===== src/rtl/wdt_rf_pkg.sv =====
package wdt_rf_pkg;

  typedef enum logic [1:0] {
    SZ_BYTE = 2'd0,
    SZ_HALF = 2'd1,
    SZ_WORD = 2'd2
  } acc_size_e;

  typedef enum logic [1:0] {
    UL_IDLE  = 2'd0,
    UL_ARMED = 2'd1,
    UL_OPEN  = 2'd2
  } ul_state_e;

  // Memory window offsets
  localparam logic [7:0] OFS_PRE1  = 8'h00;
  localparam logic [7:0] OFS_PRE2  = 8'h04;
  localparam logic [7:0] OFS_KICK  = 8'h0C;
  // Configuration space offsets
  localparam logic [7:0] OFS_MODE  = 8'h60;
  localparam logic [7:0] OFS_LOCK  = 8'h68;

  // Bit positions in the reload/status word
  localparam int BIT_KICK    = 8;
  localparam int BIT_CLR_A   = 9;
  localparam int BIT_CLR_B   = 12;

  // Bit positions in the mode register
  localparam int BIT_NOBOOT  = 5;
  localparam int BIT_FAST    = 2;

  // Bit positions in the lock register
  localparam int BIT_LOCK    = 0;
  localparam int BIT_EN      = 1;
  localparam int BIT_FREE    = 2;

  function automatic logic [31:0] size_trim(input logic [31:0] d, input logic [1:0] sz);
    logic [31:0] r;
    case (sz)
      SZ_BYTE: r = {24'd0, d[7:0]};
      SZ_HALF: r = {16'd0, d[15:0]};
      default: r = d;
    endcase
    return r;
  endfunction

endpackage


===== src/rtl/wdt_rf_unlock.sv =====
module wdt_rf_unlock
  import wdt_rf_pkg::*;
#(
  parameter int                ADDR_W  = 8,
  parameter int                DATA_W  = 32,
  parameter logic [ADDR_W-1:0] KEY_OFS = 8'h0C,
  parameter logic [DATA_W-1:0] KEY1    = 32'h80,
  parameter logic [DATA_W-1:0] KEY2    = 32'h86
) (
  input  logic              clk,
  input  logic              rst_n,
  input  logic              wr_mem,
  input  logic [ADDR_W-1:0] addr,
  input  logic [DATA_W-1:0] wdata,
  input  logic [1:0]        size,
  output logic              grant,
  output logic              open,
  output logic              armed
);

  ul_state_e   state_q, state_d;
  logic [DATA_W-1:0] data_sz;
  logic        at_key, key1_hit, key2_hit, plain_wr;

  always_comb begin
    data_sz  = size_trim(wdata, size);
    at_key   = wr_mem && (addr == KEY_OFS);
    key1_hit = at_key && (data_sz == KEY1);
    key2_hit = at_key && (data_sz == KEY2) && (state_q == UL_ARMED);
    // byte writes that are not keys are invisible to the unlock
    plain_wr = wr_mem && !key1_hit && !key2_hit && (size != SZ_BYTE);
    grant    = plain_wr && (state_q == UL_OPEN);
  end

  always_comb begin
    state_d = state_q;
    if (key1_hit)      state_d = UL_ARMED;
    else if (key2_hit) state_d = UL_OPEN;
    else if (grant)    state_d = UL_IDLE;
  end

  always_ff @(posedge clk or negedge rst_n) begin
    if (!rst_n) state_q <= UL_IDLE;
    else        state_q <= state_d;
  end

  assign open  = (state_q == UL_OPEN);
  assign armed = (state_q == UL_ARMED);

endmodule


===== src/rtl/wdt_rf_mem.sv =====
module wdt_rf_mem
  import wdt_rf_pkg::*;
#(
  parameter int ADDR_W    = 8,
  parameter int DATA_W    = 32,
  parameter int PRELOAD_W = 20
) (
  input  logic                 clk,
  input  logic                 rst_n,
  input  logic                 por_n,
  input  logic                 grant,
  input  logic                 rd_mem,
  input  logic [ADDR_W-1:0]    addr,
  input  logic [DATA_W-1:0]    wdata,
  input  logic [1:0]           size,
  input  logic                 reboot_seen,
  output logic [PRELOAD_W-1:0] preload1,
  output logic [PRELOAD_W-1:0] preload2,
  output logic                 reload,
  output logic                 flag_clear,
  output logic [DATA_W-1:0]    rdata
);

  localparam logic [PRELOAD_W-1:0] PRE_RST = {PRELOAD_W{1'b1}};
  localparam logic [DATA_W-1:0]    FLAG_RD = DATA_W'((1 << BIT_CLR_A) | (1 << BIT_CLR_B));

  logic [PRELOAD_W-1:0] pre1_q, pre2_q;
  logic                 pre1_en, pre2_en;
  logic                 kick_wr;
  logic                 reload_d, reload_q, clr_d, clr_q;
  logic                 flag_q, flag_d;

  always_comb begin
    pre1_en  = grant && (size == SZ_WORD) && (addr == ADDR_W'(OFS_PRE1));
    pre2_en  = grant && (size == SZ_WORD) && (addr == ADDR_W'(OFS_PRE2));
    kick_wr  = grant && (size == SZ_HALF) && (addr == ADDR_W'(OFS_KICK));
    reload_d = kick_wr && wdata[BIT_KICK];
    clr_d    = kick_wr && (wdata[BIT_CLR_A] || wdata[BIT_CLR_B]);
    flag_d   = flag_q;
    if (clr_d)       flag_d = 1'b0;
    if (reboot_seen) flag_d = 1'b1;
  end

  always_ff @(posedge clk or negedge rst_n) begin
    if (!rst_n) begin
      pre1_q <= PRE_RST;
    end else if (pre1_en) begin
      pre1_q <= wdata[PRELOAD_W-1:0];
    end
  end

  always_ff @(posedge clk or negedge rst_n) begin
    if (!rst_n) begin
      pre2_q <= PRE_RST;
    end else if (pre2_en) begin
      pre2_q <= wdata[PRELOAD_W-1:0];
    end
  end

  always_ff @(posedge clk or negedge rst_n) begin
    if (!rst_n) begin
      reload_q <= 1'b0;
      clr_q    <= 1'b0;
    end else begin
      reload_q <= reload_d;
      clr_q    <= clr_d;
    end
  end

  // reboot history lives on the power-on domain only
  always_ff @(posedge clk or negedge por_n) begin
    if (!por_n) flag_q <= 1'b0;
    else        flag_q <= flag_d;
  end

  always_comb begin
    rdata = '0;
    if (rd_mem && (size == SZ_HALF) && (addr == ADDR_W'(OFS_KICK)) && flag_q)
      rdata = FLAG_RD;
  end

  assign preload1   = pre1_q;
  assign preload2   = pre2_q;
  assign reload     = reload_q;
  assign flag_clear = clr_q;

endmodule


===== src/rtl/wdt_rf_cfg.sv =====
module wdt_rf_cfg
  import wdt_rf_pkg::*;
#(
  parameter int ADDR_W = 8,
  parameter int DATA_W = 32
) (
  input  logic              clk,
  input  logic              rst_n,
  input  logic              wr_cfg,
  input  logic              rd_cfg,
  input  logic [ADDR_W-1:0] addr,
  input  logic [DATA_W-1:0] wdata,
  input  logic [1:0]        size,
  output logic              enable,
  output logic              start,
  output logic              free_run,
  output logic              locked,
  output logic              reboot_en,
  output logic              fast_scale,
  output logic [1:0]        int_type,
  output logic [DATA_W-1:0] rdata
);

  logic       mode_wr, lock_wr;
  logic       noboot_q, fast_q;
  logic [1:0] itype_q;
  logic       en_q, en_d, free_q, free_d, lock_q, lock_d, start_d, start_q;

  always_comb begin
    mode_wr = wr_cfg && (size == SZ_HALF) && (addr == ADDR_W'(OFS_MODE));
    lock_wr = wr_cfg && (size == SZ_BYTE) && (addr == ADDR_W'(OFS_LOCK)) && !lock_q;
    en_d    = en_q;
    free_d  = free_q;
    lock_d  = lock_q;
    start_d = 1'b0;
    if (lock_wr) begin
      en_d    = wdata[BIT_EN];
      free_d  = wdata[BIT_FREE];
      lock_d  = wdata[BIT_LOCK];
      start_d = wdata[BIT_EN] && !en_q;
    end
  end

  always_ff @(posedge clk or negedge rst_n) begin
    if (!rst_n) begin
      noboot_q <= 1'b0;
      fast_q   <= 1'b0;
      itype_q  <= 2'd0;
    end else if (mode_wr) begin
      noboot_q <= wdata[BIT_NOBOOT];
      fast_q   <= wdata[BIT_FAST];
      itype_q  <= wdata[1:0];
    end
  end

  always_ff @(posedge clk or negedge rst_n) begin
    if (!rst_n) begin
      en_q    <= 1'b0;
      free_q  <= 1'b0;
      lock_q  <= 1'b0;
      start_q <= 1'b0;
    end else begin
      en_q    <= en_d;
      free_q  <= free_d;
      lock_q  <= lock_d;
      start_q <= start_d;
    end
  end

  always_comb begin
    rdata = '0;
    if (rd_cfg && (size == SZ_HALF) && (addr == ADDR_W'(OFS_MODE))) begin
      rdata[BIT_NOBOOT] = noboot_q;
      rdata[BIT_FAST]   = fast_q;
      rdata[1:0]        = itype_q;
    end else if (rd_cfg && (size == SZ_BYTE) && (addr == ADDR_W'(OFS_LOCK))) begin
      rdata[BIT_LOCK] = lock_q;
      rdata[BIT_EN]   = en_q;
      rdata[BIT_FREE] = free_q;
    end
  end

  assign enable     = en_q;
  assign start      = start_q;
  assign free_run   = free_q;
  assign locked     = lock_q;
  assign reboot_en  = !noboot_q;
  assign fast_scale = fast_q;
  assign int_type   = itype_q;

endmodule


===== src/rtl/wdt_regfront.sv =====
module wdt_regfront
  import wdt_rf_pkg::*;
#(
  parameter int ADDR_W    = 8,
  parameter int DATA_W    = 32,
  parameter int PRELOAD_W = 20
) (
  input  logic                 clk,
  input  logic                 rst_n,
  input  logic                 por_n,
  input  logic                 bus_cfg,
  input  logic [ADDR_W-1:0]    bus_addr,
  input  logic [DATA_W-1:0]    bus_wdata,
  input  logic [1:0]           bus_size,
  input  logic                 bus_wr,
  input  logic                 bus_rd,
  output logic [DATA_W-1:0]    bus_rdata,
  input  logic                 reboot_seen,
  output logic                 wd_enable,
  output logic                 wd_start,
  output logic                 wd_free_run,
  output logic                 wd_reboot_en,
  output logic                 wd_fast_scale,
  output logic [1:0]           wd_int_type,
  output logic [PRELOAD_W-1:0] wd_preload1,
  output logic [PRELOAD_W-1:0] wd_preload2,
  output logic                 wd_reload,
  output logic                 wd_flag_clear
);

  logic              wr_mem, rd_mem, wr_cfg, rd_cfg;
  logic              ul_grant, ul_open, ul_armed, locked;
  logic [DATA_W-1:0] mem_rdata, cfg_rdata;

  assign wr_mem = bus_wr && !bus_cfg;
  assign rd_mem = bus_rd && !bus_cfg;
  assign wr_cfg = bus_wr &&  bus_cfg;
  assign rd_cfg = bus_rd &&  bus_cfg;

  wdt_rf_unlock #(
    .ADDR_W  (ADDR_W),
    .DATA_W  (DATA_W),
    .KEY_OFS (ADDR_W'(OFS_KICK)),
    .KEY1    (DATA_W'(32'h80)),
    .KEY2    (DATA_W'(32'h86))
  ) u_unlock (
    .clk    (clk),
    .rst_n  (rst_n),
    .wr_mem (wr_mem),
    .addr   (bus_addr),
    .wdata  (bus_wdata),
    .size   (bus_size),
    .grant  (ul_grant),
    .open   (ul_open),
    .armed  (ul_armed)
  );

  wdt_rf_mem #(
    .ADDR_W    (ADDR_W),
    .DATA_W    (DATA_W),
    .PRELOAD_W (PRELOAD_W)
  ) u_mem (
    .clk         (clk),
    .rst_n       (rst_n),
    .por_n       (por_n),
    .grant       (ul_grant),
    .rd_mem      (rd_mem),
    .addr        (bus_addr),
    .wdata       (bus_wdata),
    .size        (bus_size),
    .reboot_seen (reboot_seen),
    .preload1    (wd_preload1),
    .preload2    (wd_preload2),
    .reload      (wd_reload),
    .flag_clear  (wd_flag_clear),
    .rdata       (mem_rdata)
  );

  wdt_rf_cfg #(
    .ADDR_W (ADDR_W),
    .DATA_W (DATA_W)
  ) u_cfg (
    .clk        (clk),
    .rst_n      (rst_n),
    .wr_cfg     (wr_cfg),
    .rd_cfg     (rd_cfg),
    .addr       (bus_addr),
    .wdata      (bus_wdata),
    .size       (bus_size),
    .enable     (wd_enable),
    .start      (wd_start),
    .free_run   (wd_free_run),
    .locked     (locked),
    .reboot_en  (wd_reboot_en),
    .fast_scale (wd_fast_scale),
    .int_type   (wd_int_type),
    .rdata      (cfg_rdata)
  );

  assign bus_rdata = mem_rdata | cfg_rdata;

endmodule


===== config.mk =====
export PLATFORM = sky130hd
export DESIGN_NAME = wdt_regfront
export DESIGN_NICKNAME = d
export VERILOG_FILES = /design/src/rtl/wdt_rf_pkg.sv /design/src/rtl/wdt_rf_unlock.sv /design/src/rtl/wdt_rf_mem.sv /design/src/rtl/wdt_rf_cfg.sv /design/src/rtl/wdt_regfront.sv
export SDC_FILE = /design/constraint.sdc
export NUM_CORES = 1
export LEC_CHECK = 0
export BUFFER_PORTS_ARGS = -buffer_cell sky130_fd_sc_hd__buf_2
export CAP_MARGIN = 15
export CORE_UTILIZATION = 49
export CTS_CLUSTER_SIZE = 10
export DETAILED_ROUTE_END_ITERATION = 10
export PLACE_DENSITY = 0.85
export RECOVER_POWER = 100
export SKIP_CTS_REPAIR_TIMING = 1
export SKIP_LAST_GASP = 1
export SLEW_MARGIN = 20
export SYNTH_ARGS = -nofsm -noshare
export SYNTH_HDL_FRONTEND = slang
export SYNTH_SLANG_ARGS = --single-unit
export TNS_END_PERCENT = 50

===== constraint.sdc =====
create_clock -name clk -period 2.49 [get_ports clk]
set_input_delay 0.3735 -clock clk [delete_from_list [all_inputs] [get_ports clk]]
set_output_delay 0.3735 -clock clk [all_outputs]
set_load 0.02 [all_outputs]

# Word-level counts from Yosys, hierarchy flattened
# Cells that the tools add are included.
# word_totals
rom_bits	0
latch_bits	0
out_inout_bits	81
register_bits	53
mem_bits_rw	0
n_memories	0
wordCells	79
in_bits	49
# op_classes
n_div	0
reduce_logical	44
n_lt_le_gt_ge	0
shifts	0
n_addsub	0
n_eq_ne	10
mux	11
bitwise_logic	1
mul	0
# op_table
operator	count
== test 32 x 8 -> 1 bit, second input constant	2
one-hot mux 32 bit (2 select lines)	1
logical AND 1 bit	32
OR 32 x 6 -> 32 bit	1
== test 8 x 7 -> 1 bit, second input constant	2
two-way mux 13 bit	1
== test 8 x 3 -> 1 bit, second input constant	1
== test 8 x 4 -> 1 bit, second input constant	1
logical NOT 8 bit	1
logical NOT 1 bit	6
two-way mux 2 bit	3
two-way mux 3 bit	2
== test 2 x 1 -> 1 bit, second input constant	2
== test 2 bit, second input constant	2
two-way mux 1 bit	4
nonzero test 2 bit	2
nonzero test 3 bit	1
logical NOT 2 bit	1
logical OR 1 bit	1

# Longest topological paths before layout
# Gate-level depths: netlist of the first run.
# logic_depth
word_depth	14
mapped_depth	5
mapped_depth_nobuf	4

# Modules after synthesis
# A second synthesis of the first run with hierarchy kept.
# hier_totals
hier_cells	264
area_unflattened_um2	3243.1
# modules_own_cells
module	n_inst	seq_area_each_um2	area_per_inst_um2	cells_each
wdt_rf_mem	1	1126.1	2139.6	135
wdt_rf_cfg	1	200.2	629.4	65
wdt_rf_unlock	1	50.0	249.0	28
wdt_regfront	1	0.0	225.2	36

# Least setup slack after synthesis of the first run
# No wires, ideal clock.
# synth_timing
kind	input port to output port
from	input port bus_addr[4]
to	output port bus_rdata[12]
t_arrival_ps	1984
setup_slack_ps	132
required_time_ps	2117
n_path_buf	1
cell_stages	3
path_cell_list	or4_4 -> nor4_1 -> buf_4
# synth_via
elab_chain_cells	5
# synth_lines
item	line	rtl
start, declared	wdt_regfront.sv:12	input logic [ADDR_W-1:0] bus_addr,
== test 8 x 4 -> 1 bit	wdt_rf_mem.sv:78	if (rd_mem && (size == SZ_HALF) && (addr == ADDR_W'(OFS_KICK)) && flag_q)
logical AND 1 bit (2 in a row)	wdt_rf_mem.sv:78	
two-way mux 13 bit	wdt_rf_mem.sv:78	
OR 32 x 6 -> 32 bit	wdt_regfront.sv:100	assign bus_rdata = mem_rdata | cfg_rdata;
end, declared	wdt_regfront.sv:17	output logic [DATA_W-1:0] bus_rdata,
# Every way passes these cells.

# Final worst setup path of the first run
# layout_timing
from	input port bus_size[0]
to	output port bus_rdata[2]
# layout_via
elab_chain_cells	6
word_cells_on_any_way	9
cone_classes	eq/ne (1); mux (2); bitwise (1); reduce/logical (5)
# layout_lines
item	line	rtl
start, declared	wdt_regfront.sv:14	input logic [1:0] bus_size,
logical NOT 2 bit	wdt_rf_cfg.sv:76	end else if (rd_cfg && (size == SZ_BYTE) && (addr == ADDR_W'(OFS_LOCK))) begin
logical AND 1 bit (2 in a row)	wdt_rf_cfg.sv:76	
two-way mux 3 bit	wdt_rf_cfg.sv:76	
two-way mux 3 bit *	wdt_rf_cfg.sv:72	if (rd_cfg && (size == SZ_HALF) && (addr == ADDR_W'(OFS_MODE))) begin
OR 32 x 6 -> 32 bit *	wdt_regfront.sv:100	
# Mark *: on every way between the ends. The rest lies on a longest branch, timed or not.

==> results, run 1 <==
- The flow ran to the end, and the final reports show no timing, DRC or antenna violations.
- The power density relative to cell area is 507 nW/um^2.
- The total number of vias is 1,874.
- The total inserted antenna cells is 0.
- Timing analysis after detailed placement gives a worst setup slack of 0.215 ns.
- The setup check on the worst reg-to-reg path leaves a slack of 0.31 ns.
- The master cell of the clock root buffer is clkbuf_8.
- Port buffering added 103 buffers.
- The synthesized area divided by synthesized cell count is 13.3 sq um.
- The number of nets in the final layout is 349.
- The category of the critical setup timing path is in2out.
- Synthesis handed over a netlist of 192 instances.
- The share of async-settable or async-resettable flops after synthesis is 100%.
- For the worst setup path, the data required time is 2.12 ns.
- The library cell with the largest summed area after synthesis is dfstp_2.
- The core area is 4880 sq um.
- At the pin with the least slew margin, the transition time is 1.30 ns.
- The setup TNS is 0 ns.
- The floorplan has 25 rows.
- The number of antenna violations at the first check in global routing was 0.
- Static timing analysis puts the maximum clock frequency at 434 MHz.
- The initial utilization of the core area, before any placement, comes to 52.4%.
- After synthesis, the largest family of logic cells by area is multiplexers.
- The top cell types in the final layout, fill and taps aside, are clkbuf_1 (55), buf_2 (48), mux2_1 (47), dfstp_2 (40), conb_1 (26).
- The most common library cell in the layout ignoring fill and taps is clkbuf_1.
- The area fraction in compound gates after synthesis is 4.55%.
- The via density per instance is 5.09.
- The post-detailed-route DRC marker count is 0.
- The first detailed-routing pass ran for 4 iterations.
- The instance count along the most critical hold path is 2.
- For this design, the sink count on the clock tree is 53.
- The adder and majority gate portion of the synthesized area is 0%.
- In this run the worst hold path is classified as in2reg.
- The wire length of the first global-routing pass is 8640 microns.
- The worst clock skew is 0.00715 ns.
- The share of final-layout standard cells stronger than drive strength 1 is 34.2%.
- The later pin in the worst-skew pair is clocked with a latency of 0.30 ns.
- The cell area that synthesis handed to floorplanning was 2560 sq um.
- The xor/xnor share of the synthesized area is 0%.
- The share of synthesized area spent on multiplexers is 20.7%.
- The total of warnings raised by yosys is 0.
- In this run the count of I/O pins placed on the die edge is 130.
- The least setup slack across all paths after layout is 0.184 ns.
- Setup repair after global routing left no endpoint under its margin.
- The endpoint identified for the worst register-to-register timing path is u_mem.preload1[4]$_DFFE_PN1P_.
- The part of the cycle the worst path needs is 92.6%.
- In this run the vertical extent of the chip is 74.2 microns.
- The wire length reported by the detailed router is 5500 microns.
- The routed wirelength normalized by instance count is 14.9 microns.
- The final weighted congestion in routability-driven placement is 0.715.
- The endpoint with the worst hold slack is u_mem.flag_q$_DFFE_PN0P_.
- The number of cells on the worst reg-to-reg path is 5.
- The die area is 5510 sq um.
- The cell area after layout is 3070 sq um.
- The aggregate global routing overflow is 0.
- The register clock-pin slew on the reported worst setup and hold paths is 0.09 ns.
- The beginning of the worst register-to-register path is u_unlock.state_q[0]$_DFFE_PN0P_.
- STA puts the critical path data arrival time at 1.93 ns.
- The start point of the worst min-delay path is reboot_seen.
- The maximum number of pins on one net before global-route repair is 30.
- The analysis attributes to cell leakage a power of 0.00144 uW.
- Setup violations remaining at the end of the flow were counted as 0.
- After detailed placement, the total cell area comes to 3060 sq um.
- Among all flip-flop cells after synthesis, the most frequent one is dfstp_2.
- The synthesized netlist contains 41 unique library cells.
- The synthesized design contains 0 enable-type register cells.
- The number of global-route vias before repair is 1,859.
- The worst setup path is launched from a primary input.
- Global routing used 21.2% of the available tracks.
- The worst-case vdd ir drop is 0.000350 V.
- The die is 74.2 microns wide.
- The fraction of post-synthesis cell area in the top cell type by area is 41.1%.
- The simple-gate share of the synthesized area is 11.3%.
- The final max-slew violation count is 0.
- In this run the tightest slew margin relative to its limit is 13.4%.
- The shortest period the worst path allows is 2.31 ns.
- TritonCTS built the clock tree.
- By area the synthesized netlist is led by dfstp_2 (41%), mux2_1 (21%), dfrtp_1 (13%).
- The maximum level of the CTS H-tree is 2.
- The detailed router finished its first iteration with 81 violations.
- Once detailed placement completed, the half-perimeter wirelength came to 4320 microns.
- Counting flops and latches in the post-synthesis netlist gives 53.
- Once detail routing completed, the nets flagged for antenna violations numbered 0.
- The number of hold-slack violations in the final timing report is 0.
- The buffer levels on the longest clock path is 2.
- The maximum fanout count along the critical path is 3.
- The number of clock buffers inserted by TritonCTS is 5.
- The total of max-cap violations is 0.
- Relative to the synthesized area, the layout overhead comes to 20.1%.
- The worst setup path is captured at an output pin.
- Summing the sequential cell areas from Yosys gives 53.8% of the chip area.
[synthesized netlist by cell type (2+ instances only)]
| cell type | count |
|---|---|
| a22o_1 | 3 |
| and2_1 | 2 |
| and4_1 | 2 |
| buf_2 | 2 |
| buf_4 | 29 |
| dfrtp_1 | 13 |
| dfstp_2 | 40 |
| inv_1 | 4 |
| mux2_1 | 47 |
| nand2_1 | 2 |
| nand3_1 | 3 |
| nand4bb_1 | 2 |
| nor2_1 | 2 |
| nor3_1 | 4 |
| nor3b_1 | 2 |
| nor4_1 | 8 |
| o21ai_0 | 3 |
[state kept, by name, summed over array words and instances, names as in the netlist]
name / cells
u_unlock.state_q: 2
u_mem.preload1: 20
u_cfg.int_type: 2
u_cfg.free_run: 1
u_mem.flag_clear: 1
u_cfg.locked: 1
u_cfg.enable: 1
u_mem.preload2: 20
u_mem.flag_q: 1
u_cfg.start: 1
u_cfg.noboot_q: 1
u_cfg.fast_scale: 1
u_mem.reload: 1
[metrics by stage]
stage                     power [uW]  util, %  hold WS, ns  std cells
after floorplan                  963        -       0.0779        217
after global placement          1010     62.6        0.150        359
after detailed placement        1010     62.6        0.152        359
after CTS                       1580     64.8       -0.186        367
after global routing            1620     62.9        0.263        368
final                           1560     62.9        0.269        368
[area by class of cell]
class	count	area (sq um)
Timing Repair Buffer	107	473
Fill cell	448	1810
Clock buffer	6	72.6
Sequential cell	53	1380
Tap cell	67	83.8
Multi-Input combinational cell	129	1010
Clock inverter	2	35.0
Inverter	4	15.0
[layer usage]
metal / GRT usage (%) / wire [microns] / vias up
met5: 0 / 0 / -
li1: - / - / 865
met2: 37.3 / 2870 / 86
met4: 6.50 / 64 / 0
met3: 5.01 / 369 / 6
met1: 26.0 / 2190 / 917
[critical path, cell delays in order]
cell	delay [ns]
clkbuf_1	0.10
or3_1	0.41
nor4_1	0.46
and2_0	0.27
a22o_1	0.16
clkbuf_2	0.16
[cell families after synthesis]
kind of cell	after synthesis
muxes	47
buffers and inverters	35
and+or+nand+nor	41
DFF	53
AOI/OAI and AO/OA	15
other	1
[power breakdown]
group	internal (uW)	switching, uW
logic	38.8	91.6
registers	865	0.765
clock network	298	262
[how the worst max path moves through the flow]
stage | end | cells past startpoint | slack [ns] | start
after floorplan | bus_rdata[12] | 3 | 0.13 | bus_addr[4]
after global placement | bus_rdata[1] | 6 | 0.30 | bus_size[0]
after detailed placement | bus_rdata[2] | 6 | 0.22 | bus_size[0]
after CTS | bus_rdata[1] | 6 | 0.22 | bus_size[0]
after global routing | bus_rdata[2] | 6 | 0.10 | bus_size[0]
final | bus_rdata[2] | 6 | 0.18 | bus_size[0]
(Power assumes the default switching activity.)
==> run 2: changes to the inputs <==
- CORE_UTILIZATION: 49 -> 53
- PLACE_DENSITY: 0.85 -> 0.86
- SYNTH_HIERARCHICAL: default -> 1
==> run 2 against run 1 <==
Net effect:
- combinational power up 35%
- critical path type unchanged
- the flow now finishes with violations (max-capacitance violations, max-slew violations)
- final area grew 15%
- synthesized cell count is 38% higher
- clock skew about the same
- sequential power about the same
==> results, run 2 <==
- Entering global routing, the biggest net connects 41 pins.
- The tree is rooted in a clkbuf_8.
- The fraction of post-synthesis cell area in the top cell type by area is 32.4%.
- The die height is 80.2 microns.
- The maximum operating frequency is 443 MHz.
- The effective utilization at floorplan is 54.8%.
- The non-filler instance count after layout is 450.
- The net load switching power is 419 uW.
- The first detailed-routing pass took 6 iterations.
- The HPWL after detailed placement is 5120 microns.
- The flip-flop cell with the highest count after synthesis is dfstp_2.
- The critical path launch point type is a primary input.
- Of the available clock period, the critical path in the final layout requires 90.6%.
- Counting stages on the worst path, the most repeated cell is buf_2.
- Routability-driven placement finished with a final weighted congestion of 0.775.
- No sink is reached through more buffers than the 2 on the longest clock path.
- At the placement stage, the worst setup path has a slack of 0.0135 ns.
- Compared with the post-synthesis result, the final layout area differs by 8.68%.
- The kind of end point of the critical path is an output pin.
- TritonCTS built the clock tree.
- After synthesis, the share of flip-flops with an asynchronous set or reset is 100%.
- The number of cells in the design after placement is 441.
- The relative contribution of sequential cells to total power is 56.0%.
- The internal power contribution is 1130 uW.
- For this run, the number of Yosys warnings is 6.
- The cell count after synthesis is 264.
- The total global-route track usage is 21.0%.
- The initialized floorplan defines 28 standard-cell rows.
- Measured along the x axis, the die boundary spans 80.2 microns.
- The first global-routing pass estimated 10,300 microns of wire.
- The number of design-rule violations left by the first detailed-router iteration is 85.
- The cell with the largest stage delay on the worst path is nor4_1.
- The tool flagged a number of max-cap violations equal to 1.
- In this run the count of I/O pins placed on the die edge is 130.
- By area the synthesized netlist is led by dfstp_2 (32%), mux2_4 (19%), buf_4 (14%).
- The number of global-route vias before repair is 2,106.
- The die area is 6440 sq um.
- The required time reported for the critical path endpoint is 2.12 ns.
- The shortest period the worst path allows is 2.26 ns.
- The commonest cells after synthesis are buf_4 (59), dfstp_2 (40), mux2_4 (40).
- The later pin in the worst-skew pair is clocked with a latency of 0.31 ns.
- The biggest cell delay along the critical path is 0.68 ns.
- Measured on the finished design, the core utilization comes to 59.5%.
- Net switching is 27.1% of the power.
- In this run the mean area of a mapped cell was 12.3 sq um.
- The top cell types in the final layout, fill and taps aside, are conb_1 (58), buf_2 (51), clkbuf_1 (51), dfstp_2 (40), mux2_1 (34).
- The region available for standard cell placement spans 5920 sq um.
- In this run the tool buffered the top-level ports with 103 buffer cells.
- The number of nets in the final layout is 423.
- The total inserted antenna cells is 0.
- The number of nets still failing antenna checks after routing is 0.
- In the routed layout, each cell is associated on average with a via count of 4.71.
- Together, buffers and inverters on the worst path number 2.
- The final max-slew violation count is 41.
- Summed over all failing endpoints, the final setup total negative slack is 0 ns.
- Per report_power, the combinational group accounts for 11.3% of the total.
- The measured slew at the worst slew-check pin is 2.06 ns.
- The power share of the clock group is 32.7%.
- The register clock-pin slew on the reported worst setup and hold paths is 0.10 ns.
- The worst clock skew is 0.00735 ns.
- The min-delay analysis places its worst path in the category in2reg.
- The run finished, with violations left.
- The number of antenna violations at the first check in global routing was 0.
- The routed wirelength normalized by instance count is 14.3 microns.
- The total number of vias is 2,120.
- The part of the Yosys area used for sequential elements is 42.4%.
- The worst hold slack is 0.294 ns.
- After global routing the overflow that remains totals 0.
- The power density relative to cell area is 439 nW/um^2.
- The library cell with the largest summed area after synthesis is dfstp_2.
- The worst setup path is of the in2out kind.
- The number of clock buffers inserted by TritonCTS is 5.
- The cell leakage power is 0.00174 uW.
- Yosys mapped a number of flops with a built-in enable equal to 0.
- Setup repair after global routing left no endpoint under its margin.
- Data arrives at the worst endpoint at 1.88 ns.
- The wire length reported by the detailed router is 6440 microns.
- The checks that failed: max-capacitance violations, max-slew violations.
- The number of hold-slack violations in the final timing report is 0.
- The dominant cell by count in the synthesized netlist is buf_4.
- Broken down by cell family, the worst path's largest delay share belongs to simple AND/OR/NAND/NOR gates.
- The worst-case vdd ir drop is 0.000211 V.
- In this run the cell area of the synthesized design comes to 3240 sq um.
- The share of final-layout standard cells stronger than drive strength 1 is 34.4%.
- Measured against its own limit, the worst slew margin works out to -37.4%.
- The most common library cell in the layout ignoring fill and taps is conb_1.
- The least setup slack across all paths after layout is 0.233 ns.
- The maximum fanout count along the critical path is 4.
- The setup-violating endpoint count in the final report is 0.
- In the routed design, unresolved DRC markers number 0.
- The signal on the critical path passes through buf_2 > nor4_1 > and3_2 > and3_1 > or2_1 > buf_2.
- The number of different library cells used by synthesis comes to 35.
- The clock tree synthesis step divided the H-tree into 2 levels.
- The clock net in this run drives a total of 53 sinks.
- The synthesized flop and latch total is 53.
[run 2: changes by cell type after synthesis, sizes merged, moves of 3 or more]
cell,delta
buf,+32
or2,+32
nand4,+8
nor2,+7
nor2b,+6
nor3,-5
a22o,-3
a22oi,+3
[run 2: power groups by stage]
| stage | clock network [uW] | logic [uW] | registers [uW] |
|---|---|---|---|
| final | 506 | 175 | 866 |
| after global placement | 0 | 177 | 879 |
| after CTS | 520 | 181 | 866 |
| after floorplan | 0 | 151 | 880 |
| after detailed placement | 0 | 181 | 879 |
| after global routing | 557 | 196 | 866 |
[run 2: cell type report]
class / count / area, sq um
Fill cell: 573 / 2400
Tap cell: 75 / 93.8
Timing Repair Buffer: 110 / 529
Clock buffer: 5 / 68.8
Sequential cell: 53 / 1380
Multi-Input combinational cell: 200 / 1420
Clock inverter: 3 / 26.3
Inverter: 4 / 15.0
[run 2: metrics by stage]
| stage | power (uW) | cell area (sq um) |
|---|---|---|
| floorplan | 1030 | 3450 |
| global placement | 1060 | 3640 |
| detailed placement | 1060 | 3640 |
| CTS | 1570 | 3740 |
| global route | 1620 | 3520 |
| finish | 1550 | 3520 |
[run 2: kinds of logic after synthesis]
family	synth area share, %
AOI/OAI and AO/OA	3.09
buffers and inverters	15.5
DFF	42.4
muxes	20.6
other	0.232
and+or+nand+nor	18.1
[run 2: path summary, 6_finish.rpt]
| kind | startpoint | endpoint | slack, ns | cells after the start |
|---|---|---|---|---|
| worst min register to register | u_cfg/enable$_DFFE_PN0P_ | u_cfg/start$_DFF_PN0_ | 0.48 | 1 |
| worst max register to register | u_unlock/state_q[0]$_DFFE_PN0P_ | u_mem/preload1[13]$_DFFE_PN1P_ | 0.66 | 5 |
| max in group asynchronous | rst_n | u_mem/preload1[16]$_DFFE_PN1P_ | 0.55 | 2 |
| worst min-delay path | bus_wdata[8] | u_mem/reload$_DFF_PN0_ | 0.29 | 3 |
| worst max-delay path | bus_addr[5] | bus_rdata[12] | 0.23 | 6 |
| min in group asynchronous | por_n | u_mem/flag_q$_DFFE_PN0P_ | 0.37 | 2 |
[run 2: metal layers]
| metal | track usage, % | wire (microns) |
|---|---|---|
| met5 | 0 | 0 |
| met4 | 5.71 | 80 |
| met3 | 3.52 | 436 |
| met2 | 37.4 | 3100 |
| met1 | 26.1 | 2820 |
[run 2: tightest hold or removal path, stage by stage]
cell    delay (ns)
buf_2         0.12
inv_1         0.05
nor2_1        0.04
==> run 3: changes to the inputs <==
- BUFFER_PORTS_ARGS: -buffer_cell sky130_fd_sc_hd__buf_2 -> default
- CORE_UTILIZATION: 53 -> 55
- DONT_BUFFER_PORTS: default -> 1
- HOLD_SLACK_MARGIN: default -> 0.06
- PLACE_DENSITY: 0.86 -> 0.7
==> run 3 against run 2 <==
Net effect:
- the flow now finishes without violations
- utilization fell by 4.1 points
- first-iteration DRC count fell by 52%
- clock power rose by 17%
- critical path depth rose by 1
- sequential power fell by 0.5%
- maximum frequency rose by 4.8%
- sequential share of layout area rose by 5.3 points
- worst hold slack got worse by 0.13 ns
- critical path type is now in2reg
==> results, run 3 (synthesized netlist as in run 2, its figures left out) <==
- The first routing iteration left 41 violations.
- Timing would allow up to 464 MHz.
- The maximum number of pins on one net before global-route repair is 53.
- The core area is 5610 sq um.
- The effective utilization at floorplan is 57.8%.
- At the worst endpoint, the required time is 2.72 ns.
- Setup repair after global routing left no endpoint under its margin.
- The worst clock skew is 0.00981 ns.
- Row generation in the floorplan step produced 27 rows.
- In this run the tool buffered the top-level ports with 0 buffer cells.
- In this run the remaining antenna-violating nets after routing total 0.
- The cell leakage power is 0.00150 uW.
- The placed cell area is 3120 sq um.
- The die is 78.8 microns tall.
- The relative contribution of sequential cells to total power is 55.2%.
- Clock tree synthesis found a total of 53 sinks.
- The critical path launch point type is a primary input.
- After routing the design area is 3110 sq um.
- The master cell of the clock root buffer is clkbuf_8.
- The area growth from synthesis to final layout is -4.21%.
- The clock network accounts for 37.8% of the total power.
- The total power after layout is 1560 uW.
- The most common library cell in the layout ignoring fill and taps is conb_1.
- Max-cap violations in this run came to 0.
- The die area is 6210 sq um.
- The arrival time at the worst endpoint is 2.39 ns.
- Subtracting the final worst setup slack from the clock period gives 2.15 ns.
- The aggregate global routing overflow is 0.
- The number of global-route vias before repair is 1,771.
- The repair_antennas step left the layout with diodes totalling 0.
- The clock passes through at most 2 buffers.
- For the pin with the worst max-slew slack, the measured transition is 1.24 ns.
- Global routing consumed, over all layers together, 19.4% of the routing resources.
- Once detailed placement completed, the half-perimeter wirelength came to 4450 microns.
- The number of hold-slack violations in the final timing report is 0.
- The proportion of power drawn by combinational gates is 7.0%.
- CTS built an H-tree with a depth of 2.
- The routed wirelength normalized by instance count is 16.8 microns.
- The part of the cycle the worst path needs is 86.5%.
- Pin placement for this block handled 130 I/O pins.
- The via density per instance is 4.91.
- Along the worst path, the maximum fanout reaches 10.
- The power density relative to cell area is 503 nW/um^2.
- The number of detailed-routing iterations run before antenna repair is 4.
- For this design the total switching power over the nets is 370 uW.
- Setup violations remaining at the end of the flow were counted as 0.
- The final max-slew violation count came to 0.
- The die is 78.8 microns wide.
- By startpoint and endpoint, the worst setup path is classified as in2reg.
- After the last flow step, the layout net total stands at 320.
- The final weighted congestion in routability-driven placement is 0.757.
- Clock-pin slew was measured on the worst setup and hold paths at 0.10 ns.
- In the routed design, unresolved DRC markers number 0.
- The switching part of the total is 23.7%.
- The clock latency of the later-clocked register in the worst-skew pair is 0.30 ns.
- The number of antenna violations at the first check in global routing came to 0.
- Clock tree synthesis inserted a total of 5 buffers.
- Setup total negative slack on the finished layout was measured at 0 ns.
- Summed over all layers, the routed wires come to 5780 microns.
- Leaving out fill and tap cells, the most frequent cells in the layout are conb_1 (58), dfstp_1 (40), mux2_1 (35), or2_1 (26), dfrtp_1 (13).
- The tightest min-delay check is of the in2reg type.
- The headroom to the max-slew limit is 17.4%.
- Cells with a size suffix above 1 make up 12.9% of the layout.
- The worst setup path is captured at a register.
- Across the VDD grid, the largest voltage drop is 0.000312 V.
- The total number of vias is 1,689.
- The first global-routing pass estimated 9060 microns of wire.
- The flow ran to the end, and the final reports show no timing, DRC or antenna violations.
- The internal power of the cells totals 1190 uW.
- The CTS tree is built.
-- run 3: layout make-up --
cell class	count	area (sq um)
inverter	4	15.0
clock inverter	3	43.8
clock buffer	5	68.8
tap	72	90.1
timing repair buffer	7	92.6
sequential	53	1380
fill	511	2500
multi-input combinational	200	1420
-- run 3: worst paths after layout --
check | start | to | slack (ns) | cells past startpoint
min in group asynchronous | por_n | u_mem/flag_q$_DFFE_PN0P_ | 0.27 | 1
hold / removal | bus_wdata[8] | u_mem/reload$_DFF_PN0_ | 0.16 | 2
hold reg to reg | u_mem/flag_q$_DFFE_PN0P_ | u_mem/flag_q$_DFFE_PN0P_ | 0.54 | 1
setup reg to reg | u_unlock/state_q[0]$_DFFE_PN0P_ | u_mem/preload2[12]$_DFFE_PN1P_ | 0.70 | 5
max in group asynchronous | rst_n | u_cfg/noboot_q$_DFFE_PN0P_ | 0.88 | 2
setup / recovery | bus_wdata[19] | u_mem/preload2[12]$_DFFE_PN1P_ | 0.34 | 7
-- run 3: metrics by stage --
step                hold WS (ns)  util, %  setup WS [ns]  cells
global route               0.140     55.4          0.211    344
floorplan                 0.0779        -          0.482    320
global placement          0.0780     55.7          0.164    333
CTS                       -0.269     57.7          0.423    341
finish                     0.161     55.4          0.336    344
detailed placement        0.0780     55.7         0.0808    333
-- run 3: layer usage --
metal | wire length, microns | track usage (%) | vias to the layer above
met5 | 0 | 0 | -
met4 | 57 | 5.74 | 0
met3 | 641 | 8.62 | 8
met2 | 2710 | 30.8 | 92
met1 | 2370 | 23.6 | 783
li1 | - | - | 806
-- run 3: worst max-delay path, cell delays in order --
cell and delay, ns:
nor4_1 0.47, nand4_1 0.23, a2111oi_2 0.48, nor3b_1 0.17, nand4_2 0.15, buf_12 0.16, mux2_1 0.35
-- run 3: power groups by stage --
stage	registers (uW)	logic (uW)	clock network, uW
global route	862	123	638
CTS	867	90.5	610
global placement	881	90.3	0
finish	862	109	591
floorplan	880	151	0
detailed placement	881	90.4	0
